<file path="src/rtl/mem_req_tracker.sv">
`timescale 1ns/1ps
module mem_req_tracker #(
  parameter int ADDR_W    = 32,
  parameter int OFFSET_W  = 6,
  parameter int ENTRIES   = 8,
  parameter int MAX_OUT   = 6,
  parameter int DL_THRESH = 1000,
  parameter int CNT_W     = 16
) (
  input  logic                           clk,
  input  logic                           rst_n,
  input  logic                           req_valid,
  input  logic [ADDR_W-1:0]              req_addr,
  input  logic [1:0]                     req_op,
  input  logic                           req_llsc,
  input  logic                           req_locked,
  input  logic                           req_ifetch,
  input  logic                           req_store_chk,
  input  logic                           line_locked,
  input  logic                           rd_done,
  input  logic [ADDR_W-OFFSET_W-1:0]     rd_done_line,
  input  logic                           wr_done,
  input  logic [ADDR_W-OFFSET_W-1:0]     wr_done_line,
  output logic [1:0]                     resp_status,
  output logic                           iss_valid,
  output logic [ADDR_W-1:0]              iss_addr,
  output logic [3:0]                     iss_primary,
  output logic [3:0]                     iss_secondary,
  output logic [$clog2(2*ENTRIES+1)-1:0] outstanding,
  output logic [CNT_W-1:0]               st_on_ld,
  output logic [CNT_W-1:0]               st_on_st,
  output logic [CNT_W-1:0]               ld_on_st,
  output logic [CNT_W-1:0]               ld_on_ld,
  output logic                           deadlock
);
  localparam int LINE_W = ADDR_W - OFFSET_W;
  localparam int IDX_W  = (ENTRIES > 1) ? $clog2(ENTRIES) : 1;
  localparam int OUT_W  = $clog2(2*ENTRIES+1);
  localparam int TMR_W  = $clog2(DL_THRESH+1);
  localparam int CYC_W  = TMR_W + 2;

  localparam logic [3:0] T_LD = 4'd0, T_ST = 4'd1, T_IF = 4'd2, T_RMWRD = 4'd3,
                         T_LL = 4'd4, T_SC = 4'd5, T_LKRD = 4'd6, T_LKWR = 4'd7,
                         T_FL = 4'd8, T_AT = 4'd9;
  localparam logic [1:0] S_ISS = 2'd0, S_ALIAS = 2'd1, S_FULL = 2'd2;

  logic [LINE_W-1:0] rd_line [ENTRIES];
  logic [LINE_W-1:0] wr_line [ENTRIES];
  logic [CYC_W-1:0]  rd_t    [ENTRIES];
  logic [CYC_W-1:0]  wr_t    [ENTRIES];
  logic [ENTRIES-1:0] rd_v, wr_v, rd_hit, wr_hit, rd_dhit, wr_dhit, rd_old, wr_old;

  logic [LINE_W-1:0] req_line;
  logic [3:0] prim, sec;
  logic wr_cls, admit, rd_rm, wr_rm;
  logic al_sol, al_sos, al_los, al_lol;
  logic [IDX_W-1:0] rd_slot, wr_slot;
  logic [OUT_W-1:0] out_nxt;
  logic [CYC_W-1:0] cyc;
  logic [TMR_W-1:0] tmr;
  logic armed;

  assign req_line = req_addr[ADDR_W-1:OFFSET_W];
  wire is_wr = (req_op == 2'd1) || (req_op == 2'd2);

  always_comb begin
    if (req_op == 2'd3)  begin prim = T_FL; sec = T_FL; end
    else if (req_llsc)   begin prim = is_wr ? T_SC : T_LL; sec = T_AT; end
    else if (req_locked) begin prim = is_wr ? T_LKWR : T_LKRD; sec = T_ST; end
    else if (is_wr)      begin prim = T_ST; sec = T_ST; end
    else if (req_ifetch) begin prim = T_IF; sec = T_IF; end
    else if (req_store_chk) begin prim = T_RMWRD; sec = T_ST; end
    else                 begin prim = T_LD; sec = T_LD; end
  end

  assign wr_cls = !(prim == T_LD || prim == T_IF);

  for (genvar g = 0; g < ENTRIES; g++) begin : g_cam
    assign rd_hit[g]  = rd_v[g] && (rd_line[g] == req_line);
    assign wr_hit[g]  = wr_v[g] && (wr_line[g] == req_line);
    assign rd_dhit[g] = rd_v[g] && (rd_line[g] == rd_done_line);
    assign wr_dhit[g] = wr_v[g] && (wr_line[g] == wr_done_line);
    assign rd_old[g]  = rd_v[g] && ((cyc - rd_t[g]) > CYC_W'(DL_THRESH));
    assign wr_old[g]  = wr_v[g] && ((cyc - wr_t[g]) > CYC_W'(DL_THRESH));
  end

  function automatic logic [IDX_W-1:0] first_free(input logic [ENTRIES-1:0] v);
    first_free = '0;
    for (int i = ENTRIES-1; i >= 0; i--) if (!v[i]) first_free = IDX_W'(i);
  endfunction

  assign rd_slot = first_free(rd_v);
  assign wr_slot = first_free(wr_v);

  always_comb begin
    resp_status = S_ISS;
    {al_sol, al_sos, al_los, al_lol} = 4'b0;
    if (outstanding >= OUT_W'(MAX_OUT) || (wr_cls ? &wr_v : &rd_v)) resp_status = S_FULL;
    else if (line_locked && prim != T_LKWR) resp_status = S_ALIAS;
    else if (wr_cls && |rd_hit)  begin resp_status = S_ALIAS; al_sol = 1'b1; end
    else if (wr_cls && |wr_hit)  begin resp_status = S_ALIAS; al_sos = 1'b1; end
    else if (!wr_cls && |wr_hit) begin resp_status = S_ALIAS; al_los = 1'b1; end
    else if (!wr_cls && |rd_hit) begin resp_status = S_ALIAS; al_lol = 1'b1; end
  end

  assign admit         = req_valid && (resp_status == S_ISS);
  assign iss_valid     = admit;
  assign iss_addr      = req_addr;
  assign iss_primary   = prim;
  assign iss_secondary = sec;
  assign rd_rm         = rd_done && |rd_dhit;
  assign wr_rm         = wr_done && |wr_dhit;
  assign out_nxt       = outstanding + OUT_W'(admit) - OUT_W'(rd_rm) - OUT_W'(wr_rm);

  always_ff @(posedge clk or negedge rst_n) begin
    if (!rst_n) begin
      rd_v <= '0;
      wr_v <= '0;
      for (int i = 0; i < ENTRIES; i++) begin
        rd_line[i] <= '0; wr_line[i] <= '0; rd_t[i] <= '0; wr_t[i] <= '0;
      end
    end else begin
      for (int i = 0; i < ENTRIES; i++) begin
        if (rd_done && rd_dhit[i]) rd_v[i] <= 1'b0;
        if (wr_done && wr_dhit[i]) wr_v[i] <= 1'b0;
        if (admit && !wr_cls && rd_slot == IDX_W'(i)) begin
          rd_v[i] <= 1'b1; rd_line[i] <= req_line; rd_t[i] <= cyc;
        end
        if (admit && wr_cls && wr_slot == IDX_W'(i)) begin
          wr_v[i] <= 1'b1; wr_line[i] <= req_line; wr_t[i] <= cyc;
        end
      end
    end
  end

  always_ff @(posedge clk or negedge rst_n) begin
    if (!rst_n) begin
      outstanding <= '0;
      st_on_ld <= '0; st_on_st <= '0; ld_on_st <= '0; ld_on_ld <= '0;
    end else begin
      outstanding <= out_nxt;
      st_on_ld <= st_on_ld + CNT_W'(req_valid && al_sol);
      st_on_st <= st_on_st + CNT_W'(req_valid && al_sos);
      ld_on_st <= ld_on_st + CNT_W'(req_valid && al_los);
      ld_on_ld <= ld_on_ld + CNT_W'(req_valid && al_lol);
    end
  end

  always_ff @(posedge clk or negedge rst_n) begin
    if (!rst_n) begin
      cyc <= '0; tmr <= '0; armed <= 1'b0; deadlock <= 1'b0;
    end else begin
      cyc <= cyc + 1'b1;
      if (armed) begin
        if (tmr == TMR_W'(1)) begin
          if (|rd_old || |wr_old) deadlock <= 1'b1;
          if (out_nxt != '0) tmr <= TMR_W'(DL_THRESH);
          else armed <= 1'b0;
        end else begin
          tmr <= tmr - 1'b1;
        end
      end else if (admit) begin
        armed <= 1'b1;
        tmr <= TMR_W'(DL_THRESH);
      end
    end
  end
endmodule

</file>
<file path="config.mk">
export PLATFORM = sky130hd
export DESIGN_NAME = mem_req_tracker
export DESIGN_NICKNAME = d
export VERILOG_FILES = /design/src/rtl/mem_req_tracker.sv
export SDC_FILE = /design/constraint.sdc
export NUM_CORES = 2
export LEC_CHECK = 0
export BUFFER_PORTS_ARGS = -buffer_cell sky130_fd_sc_hd__buf_2
export CAP_MARGIN = 20
export CORE_ASPECT_RATIO = 2
export CORE_UTILIZATION = 40
export CTS_CLUSTER_SIZE = 20
export DETAILED_ROUTE_END_ITERATION = 16
export PLACE_DENSITY_LB_ADDON = 0.08
export SLEW_MARGIN = 20
export SYNTH_ARGS = -nofsm -noshare
export SYNTH_HDL_FRONTEND = slang
export SYNTH_SLANG_ARGS = --single-unit
</file>
<file path="constraint.sdc">
create_clock -name clk -period 14.09 [get_ports clk]
set_clock_uncertainty 0.15 [all_clocks]
set_input_delay 3.5225 -clock clk [delete_from_list [all_inputs] [get_ports clk]]
set_output_delay 3.5225 -clock clk [all_outputs]
set_load 0.02 [all_outputs]
</file>
# [After elaboration in Yosys (flattened, before gate mapping)]
# Cells that the tools add are included.
[classes] n_reduce_logical=131 eq_ne=53 muxes=95 add_sub_neg=25 n_lt_le_gt_ge=17
[ops] cell="26-bit == test" count=32
[ops] cell="12-bit by 10-bit greater-than comparator with 1-bit output, second input constant" count=16
[ops] cell="12-bit subtractor" count=16
[ops] cell="1-bit logical AND" count=94
[ops] cell="16-bit by 1-bit adder with 16-bit output" count=4
[ops] cell="1-bit 2-to-1 mux" count=63
[ops] cell="3-bit 2-to-1 mux" count=16
[ops] cell="8-bit OR reduction" count=6
[ops] cell="10-bit 2-to-1 mux" count=4
[ops] cell="2-bit nonzero test" count=17
[ops] cell="3-bit == test, second input constant" count=8
[ops] cell="4-bit 2-to-1 mux" count=6
[ops] cell="8-bit AND reduction" count=2
[ops] cell="12-bit by 1-bit adder with 12-bit output, second input constant" count=1
[ops] cell="3-bit by 2-bit == test with 1-bit output, second input constant" count=4
[ops] cell="2-bit 2-to-1 mux" count=6
[ops] cell="10-bit by 1-bit == test with 1-bit output, second input constant" count=1
[ops] cell="10-bit by 1-bit subtractor with 10-bit output, second input constant" count=1
[ops] cell="5-bit by 1-bit subtractor with 5-bit output" count=2
[ops] cell="3-bit by 1-bit == test with 1-bit output, second input constant" count=2
[ops] cell="3-bit zero test" count=2
[ops] cell="5-bit by 1-bit adder with 5-bit output" count=1
[ops] cell="5-bit by 3-bit greater-or-equal comparator with 1-bit output, second input constant" count=1
[ops] cell="5-bit nonzero test" count=1
[ops] cell="other kinds (11)" count=15
[totals] elab_cells=378 regBits=717

# [Longest topological paths before layout]
[depth] word_depth=24 depth_mapped=22 mapped_depth_nobuf=20

# [Worst setup path after synthesis]
# OpenSTA, ideal clock, no wires.
[synth_path] kind="input-to-output" from="input port req_op[0]" to="output port iss_valid" path_slack_ps=4717 path_buffers=0 required_time_ps=10418 path_stages=6 arrival_ps=5700 path_cell_list="ha_1 nor4_2 nand2_1 a21oi_1 o31ai_2 nor4_1"
[synth_via] word_cells_on_any_way=30 cone_classes="eq/ne: 5; mux: 13; reduce/logical: 12"
[synth_lines] element="start: declaration" line="14" text="input logic [1:0] req_op,"
[synth_lines] element="2-bit by 1-bit == test with 1-bit output or 2-bit == test (tied branches)" line="64" text="wire is_wr = (req_op == 2'd1) || (req_op == 2'd2);"
[synth_lines] element="1-bit logical OR" line="64"
[synth_lines] element="2-bit 2-to-1 mux or 1-bit 2-to-1 mux (tied branches)" line="70, 68, 69"
[synth_lines] element="4-bit 2-to-1 mux" line="69" text="else if (req_locked) begin prim = is_wr ? T_LKWR : T_LKRD; sec = T_ST; end"
[synth_lines] element="4-bit 2-to-1 mux" line="68" text="else if (req_llsc) begin prim = is_wr ? T_SC : T_LL; sec = T_AT; end"
[synth_lines] element="4-bit 2-to-1 mux *" line="67" text="if (req_op == 2'd3) begin prim = T_FL; sec = T_FL; end"
[synth_lines] element="4-bit by 2-bit == test with 1-bit output or 4-bit zero test (tied branches)" line="76" text="assign wr_cls = !(prim == T_LD || prim == T_IF);"
[synth_lines] element="1-bit logical OR *" line="76"
[synth_lines] element="1-bit 2-to-1 mux *" line="98" text="if (outstanding >= OUT_W'(MAX_OUT) || (wr_cls ? &wr_v : &rd_v)) resp_status = S_FULL;"
[synth_lines] element="1-bit logical OR *" line="98"
[synth_lines] element="2-bit 2-to-1 mux *" line="98"
[synth_lines] element="via resp_status[1]" line="24" text="output logic [1:0] resp_status,"
[synth_lines] element="2-bit zero test *" line="106" text="assign admit = req_valid && (resp_status == S_ISS);"
[synth_lines] element="1-bit logical AND *" line="106"
[synth_lines] element="end: declaration" line="25" text="output logic iss_valid,"
# The timed path passes the listed nets; every way through them passes the cells marked *.

# [Final worst setup path]
[layout_path] from="input port req_addr[12]" to="output port iss_valid"
[layout_via] elab_chain_cells=12 word_cells_on_any_way=46 cone_classes="eq/ne: 16; mux: 6; reduce/logical: 24"
[layout_lines] element="start: declaration" line="13" text="input logic [ADDR_W-1:0] req_addr,"
[layout_lines] element="26-bit == test" line="79" text="assign rd_hit[g] = rd_v[g] && (rd_line[g] == req_line);"
[layout_lines] element="1-bit logical AND" line="79"
[layout_lines] element="8-bit OR reduction" line="100, 103"
[layout_lines] element="1-bit logical AND" line="103" text="else if (!wr_cls && |rd_hit) begin resp_status = S_ALIAS; al_lol = 1'b1; end"
[layout_lines] element="1-bit 2-to-1 mux" line="103"
[layout_lines] element="1-bit 2-to-1 mux" line="102" text="else if (!wr_cls && |wr_hit) begin resp_status = S_ALIAS; al_los = 1'b1; end"
[layout_lines] element="1-bit 2-to-1 mux" line="101" text="else if (wr_cls && |wr_hit) begin resp_status = S_ALIAS; al_sos = 1'b1; end"
[layout_lines] element="1-bit 2-to-1 mux *" line="100" text="else if (wr_cls && |rd_hit) begin resp_status = S_ALIAS; al_sol = 1'b1; end"
[layout_lines] element="1-bit 2-to-1 mux *" line="99" text="else if (line_locked && prim != T_LKWR) resp_status = S_ALIAS;"
[layout_lines] element="2-bit 2-to-1 mux *" line="98"
[layout_lines] element="2-bit zero test *" line="106"
[layout_lines] element="1-bit logical AND *" line="106"
# Every way passes the cells marked *; elsewhere a longest branch is shown, timed or not.

==> flow_metrics.py <==
metrics = {
    "run_status": {
        "status": "complete, no violations",
    },
    "placement": {
        "gp_congestion": 0.871,
        "dpl.hpwl_mm": 106,
        "port_buffers": 195,
        "place_inst": 5876,
    },
    "critical_path": {
        "cp_slowest_cell": "nor4_1",
        "path_class": "input port to primary output",
        "crit_top_cell": "buf_2",
        "endpoint_kind": "primary output",
        "slowest_delay_ns": 0.70,
        "crit_chain": "buf_2 -> buf_4 -> xnor2_1 -> nand4_1 -> nor3_1 -> a22oi_1 -> nand4_2 -> nor4_1 -> buf_2",
        "cp_data_required_time_ns": 10.42,
        "startpoint": "req_addr[12]",
        "cp-start-kind": "input port",
        "cp_top_family": "simple AND/OR/NAND/NOR gates",
        "critPathMaxFanout": 19,
        "r2r-start": "rd_line[76]$_DFFE_PN0P_",
        "arrival_ns": 6.64,
        "cp_num_buf_inv": 3,
    },
    "clock_tree": {
        "cts_resized": 0,
        "numCtsBuffers": 76,
        "clockBufferDepth": 3,
        "worstSkewPairLatency_ns": 0.70,
        "cts_tree": "yes",
        "post_cts_buffers": 0,
        "htreeDepth": 3,
        "path_clk_slew_ns": 0.06,
        "hold_buffers": 0,
        "cts-root-buf": "clkbuf_16",
        "cts_sinks": 717,
    },
    "floorplanning": {
        "ios": 209,
        "row_count": 177,
        "start_util_pct": 40.4,
        "core_area_um2": 116000,
        "die_w_um": 244,
        "die_y_um": 486,
        "dieArea_um2": 119000,
    },
    "finish": {
        "nets": 4742,
        "drive_gt1_share_pct": 22.2,
        "area_growth_pct": 9.11,
        "layout_commonest_cell": "xnor2_1",
        "layout_common_cells": "xnor2_1, dfrtp_1, mux2_2, xor2_1, nand4_1",
        "layoutNonFillerInstCount": 6017,
    },
    "logic_synthesis": {
        "synthTopCellsByArea": "dfrtp_1, xnor2_1, mux2_2, ha_1, xor2_1",
        "synth.ff_latch_count": 717,
        "yosys_warnings": 0,
        "ys_seq_area_share_pct": 38.2,
        "synthCells": 4387,
        "yosys.area.top_type_share_pct": 38.2,
        "synth_edf_count": 0,
        "ys_types": 88,
        "synth_area_per_cell_um2": 10.7,
        "ys_async_sr_fraction_pct": 100,
        "post-synth-top-area-cell": "dfrtp_1",
        "synth_area_um2": 46900,
        "ys.flop_type": "dfrtp_1",
        "syn-num-nets": 4696,
    },
    "routing": {
        "wl_mm": 157,
        "dr.pass1.iters": 7,
        "postRouteAntennaNets": 0,
        "vias": 33400,
        "wl_per_cell_um": 26.0,
        "drc_errors": 0,
        "vias_per_cell": 5.55,
        "drt_iter0_drc": 1590,
    },
    "sta": {
        "final-hold-violation-count": 0,
        "fin_tns_setup_ns": 0,
        "setup_viol": 0,
        "drv_slew": 0,
        "timing.final.crit_period_ns": 10.32,
        "fin_crit_sh_pct": 73.2,
        "slew_headroom_pct": 27.1,
        "worst_slew_pin_slew_ns": 1.09,
        "max_freq_ghz": 0.0969,
        "grt_setup_unrepaired": "no",
    },
    "global_routing": {
        "antenna_found_initial": 2,
        "grtUsageTotal_pct": 26.5,
        "grt_pass1_vias": 35000,
        "grt_pass1_wl_mm": 230,
        "grt_start_max_net_pins": 161,
        "overflow": 0,
    },
    "min_path": {
        "hold_path_class": "flop to flop",
        "hp-start": "st_on_st[15]$_DFF_PN0_",
    },
    "pwr": {
        "powerDensity_nw_per_um2": 89.5,
        "p_leak_nw": 23.4,
        "ir_worst_vdd_v": 0.0000877,
    },
    "run": {
        "maxCapViolCount": 0,
    },
}
-- metrics by stage --
stage / hold slack, ns / setup WS, ns / util, % / area (um^2) / total power, mW
6_report: 0.323 / 3.77 / 44.1 / 51200 / 4.58
2_1_floorplan: 0.327 / 4.72 / - / 46900 / 2.34
3_5_place_dp: 0.316 / 3.81 / 41.9 / 48700 / 2.49
4_1_cts: 0.330 / 3.79 / 44.0 / 51200 / 4.65
3_3_place_gp: 0.310 / 3.88 / 41.8 / 48700 / 2.49
5_1_grt: 0.342 / 3.62 / 44.1 / 51200 / 4.74
-- metal layers --
metal | up-vias | track usage [%] | part of all wire, %
li1 | 15300 | - | -
met1 | 16800 | 27.4 | 36
met2 | 830 | 50.2 | 54
met3 | 356 | 2.87 | 3.4
met4 | 0 | 16.2 | 6.6
met5 | - | 0 | 0
-- synthesized netlist by cell type (all sizes together), types with 7 or more instances --
master	number
nand4	217
mux2	594
o21a	33
fa	18
inv	207
a311oi	9
a31oi	23
a21oi	103
o22ai	12
and3	23
xnor2	752
mux2i	26
nor3	83
ha	195
nor3b	7
a21o	23
dfrtp	717
o31ai	14
a22oi	12
nor2b	25
o21ai	104
or3	10
nand3	76
nand2	145
nor4	82
o2111ai	15
a21boi	7
xor2	247
and2	12
clkbuf	116
a211oi	10
nand2b	29
nand3b	7
buf	181
o211ai	8
nor2	138
or2	14
-- layout make-up --
| class | instances | area, um^2 |
|---|---|---|
| Fill cell | 11300 | 65100 |
| Multi-Input combinational cell | 3165 | 26500 |
| Sequential cell | 717 | 18000 |
| Clock buffer | 107 | 2150 |
| Tap cell | 1521 | 1900 |
| Timing Repair Buffer | 265 | 1560 |
| Inverter | 208 | 781 |
| Clock inverter | 33 | 405 |
| Antenna cell | 1 | 2.50 |
-- registers in the layout, summed over array words and instances (netlist names) --
signal and cells:
armed 1, cyc 12, deadlock 1, ld_on_ld 16, ld_on_st 16, outstanding 5
rd_line 208, rd_t 96, rd_v 8, st_on_ld 16, st_on_st 16, tmr 10
wr_line 208, wr_t 96, wr_v 8
-- final timing paths --
check	to	slack [ns]	cells past startpoint
min in group asynchronous	wr_t[74]$_DFFE_PN0P_	2.67	1
worst min-delay path	st_on_st[15]$_DFF_PN0_	0.32	1
max in group asynchronous	rd_line[169]$_DFFE_PN0P_	8.97	3
worst max-delay path	iss_valid	3.77	9
worst max register to register	tmr[4]$_DFFE_PN0P_	8.24	19
worst min register to register	st_on_st[15]$_DFF_PN0_	0.32	1
-- logic make-up after synthesis --
group / Yosys count / share of synthesized area [%]
muxes: 620 / 15.2
DFF: 717 / 38.2
xor gates and xnor gates: 999 / 18.7
adders and majority gates: 213 / 5.97
buffers and inverters: 505 / 5.50
other: 1 / 0.00799
AOI/OAI and AO/OA: 443 / 6.22
and+or+nand+nor: 889 / 10.2
-- where the power goes --
group / total, mW / internal (mW) / switching (mW)
Sequential: 2.08 / 2.07 / 0.0133
Clock: 2.14 / 1.19 / 0.952
Combinational: 0.362 / 0.108 / 0.254
Total: 4.58 / 3.36 / 1.22
No activity file was read; power rests on OpenSTA's default activity.
